`config.mk`:
```
export PLATFORM = sky130hd
export DESIGN_NAME = burst_addr_gen
export DESIGN_NICKNAME = d
export VERILOG_FILES = /design/src/rtl/burst_addr_pkg.sv /design/src/rtl/burst_fsm.sv /design/src/rtl/base_hold.sv /design/src/rtl/burst_low_map.sv /design/src/rtl/burst_addr_gen.sv
export SDC_FILE = /design/constraint.sdc
export NUM_CORES = 1
export LEC_CHECK = 0
export BUFFER_PORTS_ARGS = -buffer_cell sky130_fd_sc_hd__buf_4
export CAP_MARGIN = 20
export CORE_MARGIN = 2
export CORE_UTILIZATION = 47
export CTS_CLUSTER_DIAMETER = 50
export DETAILED_ROUTE_END_ITERATION = 6
export GPL_TIMING_DRIVEN = 0
export PLACE_DENSITY = 0.78
export SYNTH_ARGS = -nofsm -noshare
export SYNTH_HDL_FRONTEND = slang
export SYNTH_SLANG_ARGS = --single-unit
```
`constraint.sdc`:
```
create_clock -name clk -period 1.05 [get_ports clk]
set_clock_uncertainty 0.1 [all_clocks]
set_input_delay 0.0525 -clock clk [delete_from_list [all_inputs] [get_ports clk]]
set_output_delay 0.0525 -clock clk [all_outputs]
set_load 0.005 [all_outputs]
```
`src/rtl/burst_addr_pkg.sv`:
```
package burst_addr_pkg;

    localparam int BEAT_W = 2;

    typedef enum logic [0:0] {
        ST_IDLE  = 1'b0,
        ST_BURST = 1'b1
    } bst_state_e;

    typedef logic [BEAT_W-1:0] beat_t;

endpackage

```
`src/rtl/burst_fsm.sv`:
```
module burst_fsm
    import burst_addr_pkg::*;
(
    input  logic       clk,
    input  logic       rst_n,
    input  logic       clk_en,
    input  logic       step,
    input  logic       ilv_mode,
    output bst_state_e state,
    output beat_t      beat_cnt,
    output logic       mode_q,
    output logic       load_en
);

    bst_state_e state_d;
    beat_t      cnt_d;
    logic       mode_d;

    // state register
    always_ff @(posedge clk or negedge rst_n) begin
        if (!rst_n) begin
            state    <= ST_IDLE;
            beat_cnt <= '0;
            mode_q   <= 1'b0;
        end else begin
            state    <= state_d;
            beat_cnt <= cnt_d;
            mode_q   <= mode_d;
        end
    end

    // next state and outputs
    always_comb begin
        state_d = state;
        cnt_d   = beat_cnt;
        mode_d  = mode_q;
        load_en = 1'b0;
        if (clk_en) begin
            unique case (state)
                ST_IDLE: begin
                    if (!step) begin
                        state_d = ST_BURST;
                        cnt_d   = '0;
                        mode_d  = ilv_mode;
                        load_en = 1'b1;
                    end
                end
                ST_BURST: begin
                    if (!step) begin
                        cnt_d   = '0;
                        mode_d  = ilv_mode;
                        load_en = 1'b1;
                    end else begin
                        cnt_d = beat_cnt + beat_t'(1);
                    end
                end
                default: state_d = ST_IDLE;
            endcase
        end
    end

endmodule

```
`src/rtl/base_hold.sv`:
```
module base_hold #(
    parameter int AW = 20
) (
    input  logic          clk,
    input  logic          rst_n,
    input  logic          load_en,
    input  logic [AW-1:0] base_addr,
    output logic [AW-1:0] base_q
);

    always_ff @(posedge clk or negedge rst_n) begin
        if (!rst_n) begin
            base_q <= '0;
        end else if (load_en) begin
            base_q <= base_addr;
        end
    end

endmodule

```
`src/rtl/burst_low_map.sv`:
```
module burst_low_map
    import burst_addr_pkg::*;
(
    input  beat_t base_lo,
    input  beat_t beat_cnt,
    input  logic  mode_q,
    output beat_t low_out
);

    beat_t lin_lo;
    beat_t ilv_lo;

    for (genvar b = 0; b < BEAT_W; b++) begin : g_xor
        assign ilv_lo[b] = base_lo[b] ^ beat_cnt[b];
    end

    assign lin_lo  = base_lo + beat_cnt;
    assign low_out = mode_q ? ilv_lo : lin_lo;

endmodule

```
`src/rtl/burst_addr_gen.sv`:
```
module burst_addr_gen
    import burst_addr_pkg::*;
#(
    parameter int AW = 20
) (
    input  logic          clk,
    input  logic          rst_n,
    input  logic          clk_en,
    input  logic          step,
    input  logic          ilv_mode,
    input  logic [AW-1:0] base_addr,
    output logic [AW-1:0] cur_addr
);

    localparam int UP_W = AW - BEAT_W;

    bst_state_e    state;
    beat_t         beat_cnt;
    logic          mode_q;
    logic          load_en;
    logic [AW-1:0] base_q;
    beat_t         low_bits;

    burst_fsm u_fsm (
        .clk      (clk),
        .rst_n    (rst_n),
        .clk_en   (clk_en),
        .step     (step),
        .ilv_mode (ilv_mode),
        .state    (state),
        .beat_cnt (beat_cnt),
        .mode_q   (mode_q),
        .load_en  (load_en)
    );

    base_hold #(.AW(AW)) u_base (
        .clk       (clk),
        .rst_n     (rst_n),
        .load_en   (load_en),
        .base_addr (base_addr),
        .base_q    (base_q)
    );

    burst_low_map u_map (
        .base_lo  (base_q[BEAT_W-1:0]),
        .beat_cnt (beat_cnt),
        .mode_q   (mode_q),
        .low_out  (low_bits)
    );

    assign cur_addr = {base_q[AW-1 -: UP_W], low_bits};

endmodule

```
# After elaboration in Yosys (flattened, before gate mapping)
# Index checks and enable logic that the tools add are counted.
# totals
inputBits	25
regBits	24
wordCells	21
# classes
reduce_logical	2
n_addsub	2
muxes	8
n_eq_ne	1
bitwise_logic	4
# ops
op	count
2-bit two-way mux	3
1-bit two-way mux	4
2-bit case mux with 2 select lines	1
2-bit AND reduction	2
2-bit by 1-bit adder with 2-bit output, second input constant	1
2-bit adder	1
2-bit != test, second input constant	1
1-bit NOT	2
1-bit bitwise XOR	2

# Logic depth before layout (Yosys ltp)
# Gate-level depths: netlist of the first run.
# logic_depth
ltp_word	3
mapped_depth	3
mapped_depth_nobuf	3

# Hierarchy
# Synthesis of the first run repeated with hierarchy kept, for this count alone.
# hier_totals
hier_cells	63
hier_area_um2	1039.7
# by_module_without_submodules
module	instances	area_per_inst_um2	cells_per_inst
base_hold	1	823.3	42
burst_fsm	1	180.2	17
burst_low_map	1	36.3	4

# Worst setup path before layout of the first run
# No wires, ideal clock.
# synth_path
path_type	flip-flop to output port
startpoint	register u_fsm.beat_cnt[0]
endpoint	output cur_addr[1]
required_time_ns	0.897
arrival_time_ns	0.844
path_slack_ns	0.054
path_buffers	0
path_stages_with_launch	4
path_cell_list	dfrtp_1 > ha_1 > nor2b_1 > xnor2_1
# synth_between
elab_chain_len	2
# synth_lines
item	line_no	text
from (decl)	burst_fsm.sv:10	output beat_t beat_cnt,
from (signal assigned)	burst_fsm.sv:27	beat_cnt <= cnt_d;
2-bit adder	burst_low_map.sv:17	assign lin_lo = base_lo + beat_cnt;
2-bit two-way mux	burst_low_map.sv:18	assign low_out = mode_q ? ilv_lo : lin_lo;
to (decl)	burst_addr_gen.sv:12	output logic [AW-1:0] cur_addr
# No other way between the ends.

# Final worst setup path of the first run
# layout_path
startpoint	register u_fsm.beat_cnt[1]
endpoint	output cur_addr[1]
# layout_between
elab_chain_len	2
# layout_lines
item	line_no
2-bit adder / 1-bit bitwise XOR (equally long branches)	burst_low_map.sv:17, burst_low_map.sv:14
2-bit two-way mux *	burst_low_map.sv:18
# Every way passes the cells marked *; elsewhere a longest branch is shown, timed or not.

==> results of run 1 <==
-- layout make-up --
| class | instances | area (µm²) |
|---|---|---|
| clock buffers | 3 | 22.5 |
| fillers | 156 | 504 |
| clock inverters | 1 | 30.0 |
| plain buffers | 2 | 30.0 |
| flip-flops and latches | 24 | 601 |
| repair buffers | 73 | 616 |
| inverters | 1 | 3.75 |
| multi-input cells | 35 | 413 |
| well taps | 28 | 35.0 |
-- power by group --
part	leakage (nW)	switching (mW)	total, mW	internal, mW
sequential	0.281	0.0968	1.15	1.06
combinational	0.517	0.232	0.758	0.527
clock	0.0279	0.257	0.642	0.385
-- synth_stat cells --
master and n:
sky130_fd_sc_hd__dfrtp_1 24, sky130_fd_sc_hd__buf_4 18, sky130_fd_sc_hd__mux2_2 12, sky130_fd_sc_hd__mux2_4 9, sky130_fd_sc_hd__buf_8 2, sky130_fd_sc_hd__nand2_1 2, sky130_fd_sc_hd__xnor2_1 2, sky130_fd_sc_hd__clkbuf_1 1
sky130_fd_sc_hd__ha_1 1, sky130_fd_sc_hd__inv_1 1, sky130_fd_sc_hd__nand2b_1 1, sky130_fd_sc_hd__nand3_1 1, sky130_fd_sc_hd__nand3b_1 1, sky130_fd_sc_hd__nor2b_1 1, sky130_fd_sc_hd__nor2b_4 1, sky130_fd_sc_hd__o21ai_0 1
sky130_fd_sc_hd__o2bb2ai_1 1, sky130_fd_sc_hd__o311ai_0 1, sky130_fd_sc_hd__or2_2 1
-- cell families (layout without fill, tap and decap cells) --
logic type      Yosys count  after routing  share of synthesized area [%]
flops                    24             24                           52.3
mux                      21             21                           23.5
simple gates              8              8                           4.58
compound gates            3              3                           1.96
buf+inv                  22             80                           15.0
fa+ha+maj                 1              1                           1.09
xor+xnor                  2              2                           1.53
-- stage by stage --
stage,std cells,area (µm²),setup slack [ns],hold WS [ns]
2_1_floorplan,81,1150,0.0538,-0.343
3_3_place_gp,153,1510,-0.0974,-0.136
3_5_place_dp,153,1510,-0.0846,-0.131
4_1_cts,166,1720,-0.427,0.0247
5_1_grt,167,1750,-0.496,0.0292
6_report,167,1750,-0.426,0.0428
-- state kept, by name, indices dropped and copies added, names as in the netlist --
signal,count
u_fsm.mode_q,1
u_fsm.state,1
u_base.base_q,20
u_fsm.beat_cnt,2
-- critical path: cells and delay by family, from the launching register on --
| kind | cells | cell delay [ns] |
|---|---|---|
| XOR/XNOR | 2 | 0.44 |
| buffers and inverters | 1 | 0.14 |
| flip-flops | 1 | 0.45 |
-- worst paths after layout --
| kind | start | endpoint | slack (ns) | cells after the start |
|---|---|---|---|---|
| max in group asynchronous | rst_n | u_base.base_q[0] | 0.56 | 2 |
| worst min register to register | u_base.base_q[16] | u_base.base_q[16] | 0.42 | 1 |
| worst max register to register | u_fsm.beat_cnt[0] | u_fsm.beat_cnt[0] | -0.21 | 5 |
| worst max-delay path | u_fsm.beat_cnt[1] | cur_addr[1] | -0.43 | 3 |
| min in group asynchronous | rst_n | u_fsm.beat_cnt[0] | 0.06 | 2 |
| worst min-delay path | step | u_base.base_q[16] | 0.04 | 3 |
-- per-layer routing --
metal	part of all wire, %	wire length [µm]	vias up
met5	0	0	-
met4	2.2	51	0
met3	6.6	150	4
met2	51	1160	35
met1	40	907	385
li1	-	-	370
-- what timing repair did --
item	CTS	global route
hold buffers	24	0
setup buffers	4	1
gates resized for setup	7	4
pin swaps	4	1
hold endpoints to repair	47	0
setup endpoints to repair	21	5
==> results_dict.tcl, run 1 <==
set metrics [dict create \
    setup_violators_final 4 \
    met1_usage_pct 19.5 \
    drive_gt1_share_pct 59.7 \
    drt_first_iter_violations 4 \
    critPathArrivalTime_ns 1.32 \
    critPathKind "flip-flop to output pin" \
    unrepaired_setup_endpoints_after_global_routing "yes" \
    globalRouteMet3Util_pct 2.54 \
    die_x_um 53.4 \
    fp.dieArea_um2 2860 \
    fraction_of_the_yosys_area_taken_by_sequential_cells_pct 52.3 \
    startpoint_type "flip-flop" \
    syn-num-nets 107 \
    post_synth_instance_area_um2 1150 \
    power.total_mw 2.56 \
    drc 0 \
    failed_checks "negative setup slack" \
    max-vdd-ir-drop_mv 1.07 \
    postLayoutSetupSlackWorst_ns -0.426 \
    first_global_vias 834 \
    globalRouteOverflowTotal 0 \
    drt-vias-per-instance 4.75 \
    pin_count_of_the_biggest_net_entering_global_routing 25 \
    place.detailed.hpwl_mm 1.41 \
    areaGrowthSynthToFinish_pct 52.4 \
    ys_seq_elements 24 \
    tritoncts.num_buffers 3 \
    endpoint_kind "output pin" \
    critical_path.slowest_cell "sky130_fd_sc_hd__dfrtp_1" \
    drt-pass1-iter-count 4 \
    worst_hold_path_type "input port to flip-flop" \
    chipHeight_um 53.4 \
    fin_util_pct 77.6 \
    clock.fmax_mhz 678 \
    gr-max-usage-layer "met2" \
    cts_tree "done" \
    yosys.cell_types.count 19 \
    timing.max_slew.rel_slack_pct 80.3 \
    period_minus_slack_ns 1.48 \
    core.rowCount 17 \
    io_buffers 44 \
    cts_sinks 24 \
    power_per_cell_area_nw_per_um2 1460 \
    report.final.hold_viol_count 0 \
    wl_per_cell_um 13.6 \
    grt_antenna_before_repair 0 \
    clock_insertion_delay_worst_skew_ns 0.30 \
    netlist_top_cells_area "sky130_fd_sc_hd__dfrtp_1 52%, sky130_fd_sc_hd__buf_4 12%, sky130_fd_sc_hd__mux2_4 12%" \
    synth_top_cell_area_share_pct 52.3 \
    yosys.area.top_type "sky130_fd_sc_hd__dfrtp_1" \
    tightest_slew_ns 0.296 \
    slew_violations 0 \
    cts.root.buffer_cell "sky130_fd_sc_hd__clkbuf_4" \
    sequence_of_cells_on_the_critical_path "xnor2_2 -> xnor2_2 -> buf_4" \
    critPathRequiredTime_ns 0.90 \
    cts.clk_slew.worst_paths_ns 0.12 \
    ioPinCount 45 \
    antenna-diode-count 0 \
    clock_tree.buffer_depth 2 \
    layout_common_cells "47 x sky130_fd_sc_hd__buf_4, 24 x sky130_fd_sc_hd__dlygate4sd3_1, 24 x sky130_fd_sc_hd__dfrtp_1" \
    ctsHtreeMaxLevel 1 \
    groute.layer.met2.usage_pct 32.1 \
    leakage_component_of_the_power_nw 0.826 \
    area_of_the_core_um2 2250 \
    timing.critical_path.mode_cell "sky130_fd_sc_hd__xnor2_2" \
    routed_wirelength_mm 2.27 \
    maxCapViolCount 0 \
    num-nets-final 166 \
    synthCells 81 \
    globalRouteTotalUtil_pct 16.9 \
    path_max_fanout 4 \
    layout.cells.most_common "sky130_fd_sc_hd__buf_4" \
    fin_crit_sh_pct 141 \
    place_congestion 0.652 \
    grt_first_pass_wirelength_mm 3.46 \
    fin_tns_setup_ns -0.952 \
    floorplan.initialDensity_pct 50.9 \
    detail-route-antenna-nets 0 \
    dr_total_vias 794 \
    yosys_warnings 0 \
    post_synth.cell_area_avg_um2 14.2 \
    critical_path.max_stage_delay_ns 0.45 \
    outcome "finished with violations" \
]
Power figures use the tool's default switching activity.
==> run 2, diff against run 1 <==
--- a/config.mk
+++ b/config.mk
@@ -5,6 +5,7 @@
 export SDC_FILE = /design/constraint.sdc
 export NUM_CORES = 1
 export LEC_CHECK = 0
+export ABC_AREA = 1
 export BUFFER_PORTS_ARGS = -buffer_cell sky130_fd_sc_hd__buf_4
 export CAP_MARGIN = 20
 export CORE_MARGIN = 2
==> run 2 against run 1 <==
Cell count grew 32%. Sequential power is essentially flat. Sequential share of layout area shrank 0.53 points. Maximum frequency grew 5.0%. Register-to-register slack gained 0.28 ns. First-iteration DRC count grew to 2.8 times the previous value. The run still ends with negative setup slack left.
==> results_dict.tcl, run 2 <==
set metrics [dict create \
    outcome "finished with violations" \
    failed_checks "negative setup slack" \
    fp.dieArea_um2 2840 \
    area_of_the_core_um2 2250 \
    antenna-diode-count 0 \
    layout.cells.non_filler 221 \
    maxCapViolCount 0 \
    ff2ff_setup_slack_ns 0.07 \
    timing.critical_path.mode_cell "sky130_fd_sc_hd__nand2_1" \
    max-vdd-ir-drop_mv 1.04 \
    place_inst 206 \
    layout_common_cells "47 x sky130_fd_sc_hd__nand2_1, 40 x sky130_fd_sc_hd__buf_4, 24 x sky130_fd_sc_hd__dlygate4sd3_1, 24 x sky130_fd_sc_hd__dfrtp_1, 20 x sky130_fd_sc_hd__nand3_1" \
    asyncSetResetFlopFracSynth_pct 100 \
    syn-num-nets 160 \
    synth_edf_count 0 \
    yosys.area.top_type "sky130_fd_sc_hd__dfrtp_1" \
    tightest_slew_ns 0.295 \
    fin_crit_sh_pct 134 \
    placed_cell_area_um2 1510 \
    areaGrowthSynthToFinish_pct 55.5 \
    core.rowCount 17 \
    post_synth.cell_area_avg_um2 8.53 \
    synthCells 134 \
    critPathRequiredTime_ns 0.90 \
    netlist_top_cells_area "sky130_fd_sc_hd__dfrtp_1 53%, sky130_fd_sc_hd__nand2_1 16%, sky130_fd_sc_hd__buf_4 14%" \
    ys.flop_type "sky130_fd_sc_hd__dfrtp_1" \
    critPathArrivalTime_ns 1.25 \
    period_minus_slack_ns 1.40 \
    yosys_warnings 0 \
    place.detailed.hpwl_mm 1.78 \
    top_register "u_base.base_q" \
    postLayoutSetupSlackWorst_ns -0.355 \
    drt-pass1-iter-count 4 \
    wl_per_cell_um 13.1 \
    leakage_component_of_the_power_nw 0.952 \
    drive_gt1_share_pct 34.2 \
    cts_tree "done" \
    ys_seq_elements 24 \
    startpoint_type "flip-flop" \
    setup_violators_final 2 \
    drc 0 \
    dp_slack_ns -0.0846 \
    timing.max_slew.rel_slack_pct 80.3 \
    critical_path.slowest_cell "sky130_fd_sc_hd__dfrtp_1" \
    reg.largest.list "u_base.base_q x20, u_fsm.beat_cnt x2" \
    r2r.worst_path.cells 4 \
    critical_path.max_stage_delay_ns 0.44 \
    r2r-end "u_fsm.beat_cnt[1]" \
    yosys.cell_types.count 15 \
    final_design_area_no_fill_um2 1780 \
    detail-route-antenna-nets 0 \
    drt-vias-per-instance 4.83 \
    sequence_of_cells_on_the_critical_path "ha_4 -> nand2_2 -> nand2_1 -> nand2_1 -> inv_2 -> buf_6" \
    path_max_fanout 2 \
    grt_antenna_before_repair 0 \
    ioPinCount 45 \
    critPathKind "flip-flop to output pin" \
    die_x_um 53.3 \
    post_synth_instance_area_um2 1140 \
    routed_wirelength_mm 2.90 \
    worst_hold_startpoint "step" \
    report.final.hold_viol_count 0 \
    timing.hold.worst_path_depth 4 \
    globalRouteOverflowTotal 0 \
    dr_total_vias 1067 \
    power.total_mw 2.55 \
    unrepaired_setup_endpoints_after_global_routing "yes" \
    place_congestion 0.782 \
    fin_worst_hold_slack_ns 0.00255 \
    largest_reg_flops 20 \
    most_instantiated_library_cell_after_synthesis "sky130_fd_sc_hd__nand2_1" \
    fin_tns_setup_ns -0.579 \
    final.fill_count 154 \
    ctsHtreeMaxLevel 1 \
    drt_first_iter_violations 11 \
    fin_util_pct 78.9 \
    num-nets-final 220 \
    hold_end "u_fsm.mode_q" \
    layout.cells.most_common "sky130_fd_sc_hd__nand2_1" \
    pin_count_of_the_biggest_net_entering_global_routing 25 \
    worst_hold_path_type "input port to flip-flop" \
    cts_sinks 24 \
    first_global_vias 1060 \
    chipHeight_um 53.3 \
    cts.clk_slew.worst_paths_ns 0.14 \
    grt_first_pass_wirelength_mm 4.54 \
    synth_top_cell_area_share_pct 52.5 \
    cts.root.buffer_cell "sky130_fd_sc_hd__clkbuf_4" \
    fraction_of_the_yosys_area_taken_by_sequential_cells_pct 52.5 \
    io_buffers 44 \
    endpoint_kind "output pin" \
    clock_tree.buffer_depth 2 \
    globalRouteTotalUtil_pct 22.4 \
    slew_violations 0 \
    power_per_cell_area_nw_per_um2 1430 \
    tritoncts.num_buffers 3 \
    reg2reg_from "u_fsm.beat_cnt[0]" \
    ys_top_cells_by_count "48 x sky130_fd_sc_hd__nand2_1, 24 x sky130_fd_sc_hd__dfrtp_1, 21 x sky130_fd_sc_hd__buf_4" \
    floorplan.initialDensity_pct 50.7 \
    clock_insertion_delay_worst_skew_ns 0.32 \
    clock.fmax_mhz 712 \
]
[run 2: kinds of logic (layout without fill, tap and decap cells)]
logic type,after synthesis,in the layout,share of synthesized area (%)
AO/OA/AOI/OAI,5,5,2.41
adder cells (fa/ha/maj),1,1,1.09
buffers and inverters,31,90,17.4
flip-flops,24,24,52.5
AND/OR/NAND/NOR,73,73,26.6
[run 2: cell type report]
class	instances	area [µm²]	share of cell area (%)
sequential	24	601	33.8
buffer	6	51.3	2.89
multi-input combinational	79	359	20.2
clock buffer	3	22.5	1.27
timing repair buffer	74	657	36.9
inverter	6	22.5	1.27
tap	28	35.0	1.97
clock inverter	1	30.0	1.69
[run 2: metal layers]
layer	vias to the layer above	GRT usage (%)	wire [µm]
met5	-	0	0
met4	0	9.40	36
met3	4	3.39	177
met2	38	40.5	1490
met1	507	26.0	1200
li1	518	-	-
[run 2: critical path, delay by kind of cell, from the launching register on]
family / cells / cell delay, ns
adder cells (fa/ha/maj): 1 / 0.18
flip-flops: 1 / 0.44
buffers and inverters: 2 / 0.14
AND/OR/NAND/NOR: 3 / 0.17
[run 2: timing repair]
item	4_1_cts	5_1_grt
hold endpoints to repair	46	1
resized for setup	5	16
pin swaps	4	1
hold buffers	24	1
buffers inserted	3	3
setup endpoints to repair	20	31
[run 2: where the power goes]
group          total [mW]  switching, mW  internal [mW]
Sequential           1.14         0.0930           1.05
Clock               0.675          0.289          0.386
Combinational       0.736          0.288          0.447
[run 2: how the worst max path moves through the flow]
| stage | to | startpoint | slack (ns) |
|---|---|---|---|
| 4_1_cts | cur_addr[1] | u_base.base_q[0] | -0.36 |
| 3_3_place_gp | cur_addr[1] | u_fsm.beat_cnt[0] | -0.03 |
| 3_5_place_dp | cur_addr[1] | u_fsm.beat_cnt[0] | -0.08 |
| 2_1_floorplan | cur_addr[1] | u_fsm.beat_cnt[0] | 0.12 |
| 6_report | cur_addr[1] | u_base.base_q[0] | -0.35 |
| 5_1_grt | cur_addr[1] | u_base.base_q[0] | -0.42 |
==> run 3, diff against run 2 <==
==> constraint.sdc (replaced) <==
create_clock -name clk -period 1.05 [get_ports clk]
set_clock_uncertainty 0.1 [all_clocks]
set_input_delay 0.21 -clock clk [delete_from_list [all_inputs] [get_ports clk]]
set_output_delay 0.21 -clock clk [all_outputs]
set_load 0.005 [all_outputs]
==> run 3 against run 2 <==
The run still ends with negative setup slack left. Cell count shrank 8.6%. Sequential power is essentially flat. Maximum frequency shrank 9.3%. Flip-flop and latch count is the same. Wire length shrank 16%. Highest routed layer unchanged. First-iteration DRC count grew 73%. Design area shrank 11%. Die area is the same. Critical path type unchanged.
==> results_dict.tcl, run 3 (synthesis gave the netlist of run 2 again) <==
set metrics [dict create \
    dr_total_vias 965 \
    largest_reg_flops 20 \
    power.switching_fraction_pct 27.2 \
    leakage_component_of_the_power_nw 0.874 \
    top_register "u_base.base_q" \
    cts_tree "done" \
    power.internal_mw 1.70 \
    clock.fmax_mhz 646 \
    combinationalPowerShare_pct 30.4 \
    gr-max-usage-layer "met2" \
    place.detailed.hpwl_mm 1.71 \
    fin_util_pct 70.4 \
    critical_path.endpoint "cur_addr[1]" \
    report.final.hold_viol_count 0 \
    place_congestion 0.701 \
    fin_crit_sh_pct 148 \
    critPathRequiredTime_ns 0.74 \
    io_buffers 44 \
    unrepaired_setup_endpoints_after_global_routing "yes" \
    sequential_cell_area_um2 601 \
    drt-vias-per-instance 4.78 \
    fin_tns_setup_ns -2.81 \
    final.fill_count 184 \
    timing.max_slew.rel_slack_pct 79.8 \
    drc 0 \
    clock_power_share_pct 20.8 \
    wl_per_cell_um 12.1 \
    grt_first_pass_wirelength_mm 3.82 \
    area_of_the_core_um2 2250 \
    power.total_mw 2.33 \
    routed_wirelength_mm 2.45 \
    maxCapViolCount 0 \
    areaGrowthSynthToFinish_pct 38.7 \
    p_seq_share_pct 48.9 \
    globalRouteMet3Util_pct 4.24 \
    r2r.worst_path.cells 4 \
    met1_usage_pct 22.7 \
    fp.dieArea_um2 2840 \
    setup_violators_final 20 \
    ctsHtreeMaxLevel 1 \
    tritoncts.num_buffers 3 \
    worst_hold_path_type "input port to flip-flop" \
    layout.cells.non_filler 202 \
    startpoint_type "flip-flop" \
    groute.layer.met2.usage_pct 31.7 \
    cts.root.buffer_cell "sky130_fd_sc_hd__clkbuf_4" \
    drive_gt1_share_pct 40.8 \
    critPathKind "flip-flop to output pin" \
    die_x_um 53.3 \
    drt-pass1-iter-count 4 \
    num-nets-final 201 \
    r2r-end "u_fsm.beat_cnt[1]" \
    postLayoutSetupSlackWorst_ns -0.499 \
    layout_common_cells "45 x sky130_fd_sc_hd__nand2_1, 37 x sky130_fd_sc_hd__buf_4, 24 x sky130_fd_sc_hd__dfrtp_1" \
    critPathArrivalTime_ns 1.24 \
    antenna-diode-count 0 \
    detail-route-antenna-nets 0 \
    place_inst 206 \
    reg2reg_from "u_fsm.beat_cnt[0]" \
    max-vdd-ir-drop_mv 1.23 \
    cts.clk_slew.worst_paths_ns 0.13 \
    drt_first_iter_violations 19 \
    fin_worst_hold_slack_ns 0.0159 \
    outcome "finished with violations" \
    first_global_vias 897 \
    period_minus_slack_ns 1.55 \
    globalRouteTotalUtil_pct 19.1 \
    globalRouteOverflowTotal 0 \
    multi_input_comb_area_um2 364 \
    ff2ff_setup_slack_ns 0.07 \
    failed_checks "negative setup slack" \
    ioPinCount 45 \
    pin_count_of_the_biggest_net_entering_global_routing 25 \
    tightest_slew_ns 0.303 \
    clock_tree.buffer_depth 2 \
    layout.cells.most_common "sky130_fd_sc_hd__nand2_1" \
    chipHeight_um 53.3 \
    slew_violations 0 \
    path_max_fanout 2 \
    grt_antenna_before_repair 0 \
    cts_sinks 24 \
    power_per_cell_area_nw_per_um2 1470 \
    core.rowCount 17 \
    endpoint_kind "output pin" \
    clock_insertion_delay_worst_skew_ns 0.31 \
    switchingPower_uw 635 \
    timing.critical_path.from "u_fsm.beat_cnt[0]" \
    reg.largest.list "u_base.base_q x20, u_fsm.beat_cnt x2" \
    floorplan.initialDensity_pct 50.7 \
]
## run 3: critical path, cell delays in order (launching register included)
cell and delay [ns]:
sky130_fd_sc_hd__dfrtp_1 0.44, sky130_fd_sc_hd__ha_4 0.18, sky130_fd_sc_hd__nand2_2 0.06, sky130_fd_sc_hd__nand2_2 0.05
sky130_fd_sc_hd__nand2_2 0.06, sky130_fd_sc_hd__inv_2 0.03, sky130_fd_sc_hd__buf_6 0.10
## run 3: cell type report
class / count / share of cell area [%]
sequential: 24 / 37.9
multi-input combinational: 79 / 22.9
clock buffer: 4 / 2.29
inverter: 6 / 1.42
tap: 28 / 2.21
buffer: 6 / 2.37
timing repair buffer: 55 / 30.9
## run 3: power by group through the flow
| stage | logic (mW) | clock network (mW) | registers (mW) |
|---|---|---|---|
| finish | 0.708 | 0.484 | 1.14 |
| global route | 0.780 | 0.549 | 1.15 |
| CTS | 0.663 | 0.510 | 1.14 |
| detailed placement | 0.659 | 0 | 1.14 |
| global placement | 0.641 | 0 | 1.14 |
| floorplan | 0.352 | 0 | 1.12 |
## run 3: through the flow
step	area [µm²]	worst slack [ns]
floorplan	1160	-0.0168
global placement	1520	-0.162
detailed placement	1520	-0.196
CTS	1540	-0.515
global route	1590	-0.568
finish	1590	-0.499
## run 3: layer usage
layer  wire length, µm  part of all wire, %
met5                 0                    0
met4                39                  1.6
met3               153                  6.3
met2              1200                   49
met1              1050                   43
## run 3: worst min-delay path by stage
stage | to | start | cells after the start | slack, ns
after floorplan | u_base.base_q[0] | rst_n | 0 | -0.19
after global placement | u_base.base_q[7] | rst_n | 1 | 0.02
after detailed placement | u_base.base_q[7] | rst_n | 1 | 0.03
after CTS | u_base.base_q[0] | base_addr[0] | 3 | 0.003
after global routing | u_base.base_q[14] | base_addr[14] | 3 | 0.01
final | u_base.base_q[13] | base_addr[13] | 3 | 0.02
## run 3: repair_timing
action,in CTS,in global routing
setup buffers,5,5
hold buffers,1,0
pin swaps,4,2
resized for setup,21,3
hold endpoints to repair,24,0
setup endpoints to repair,20,20
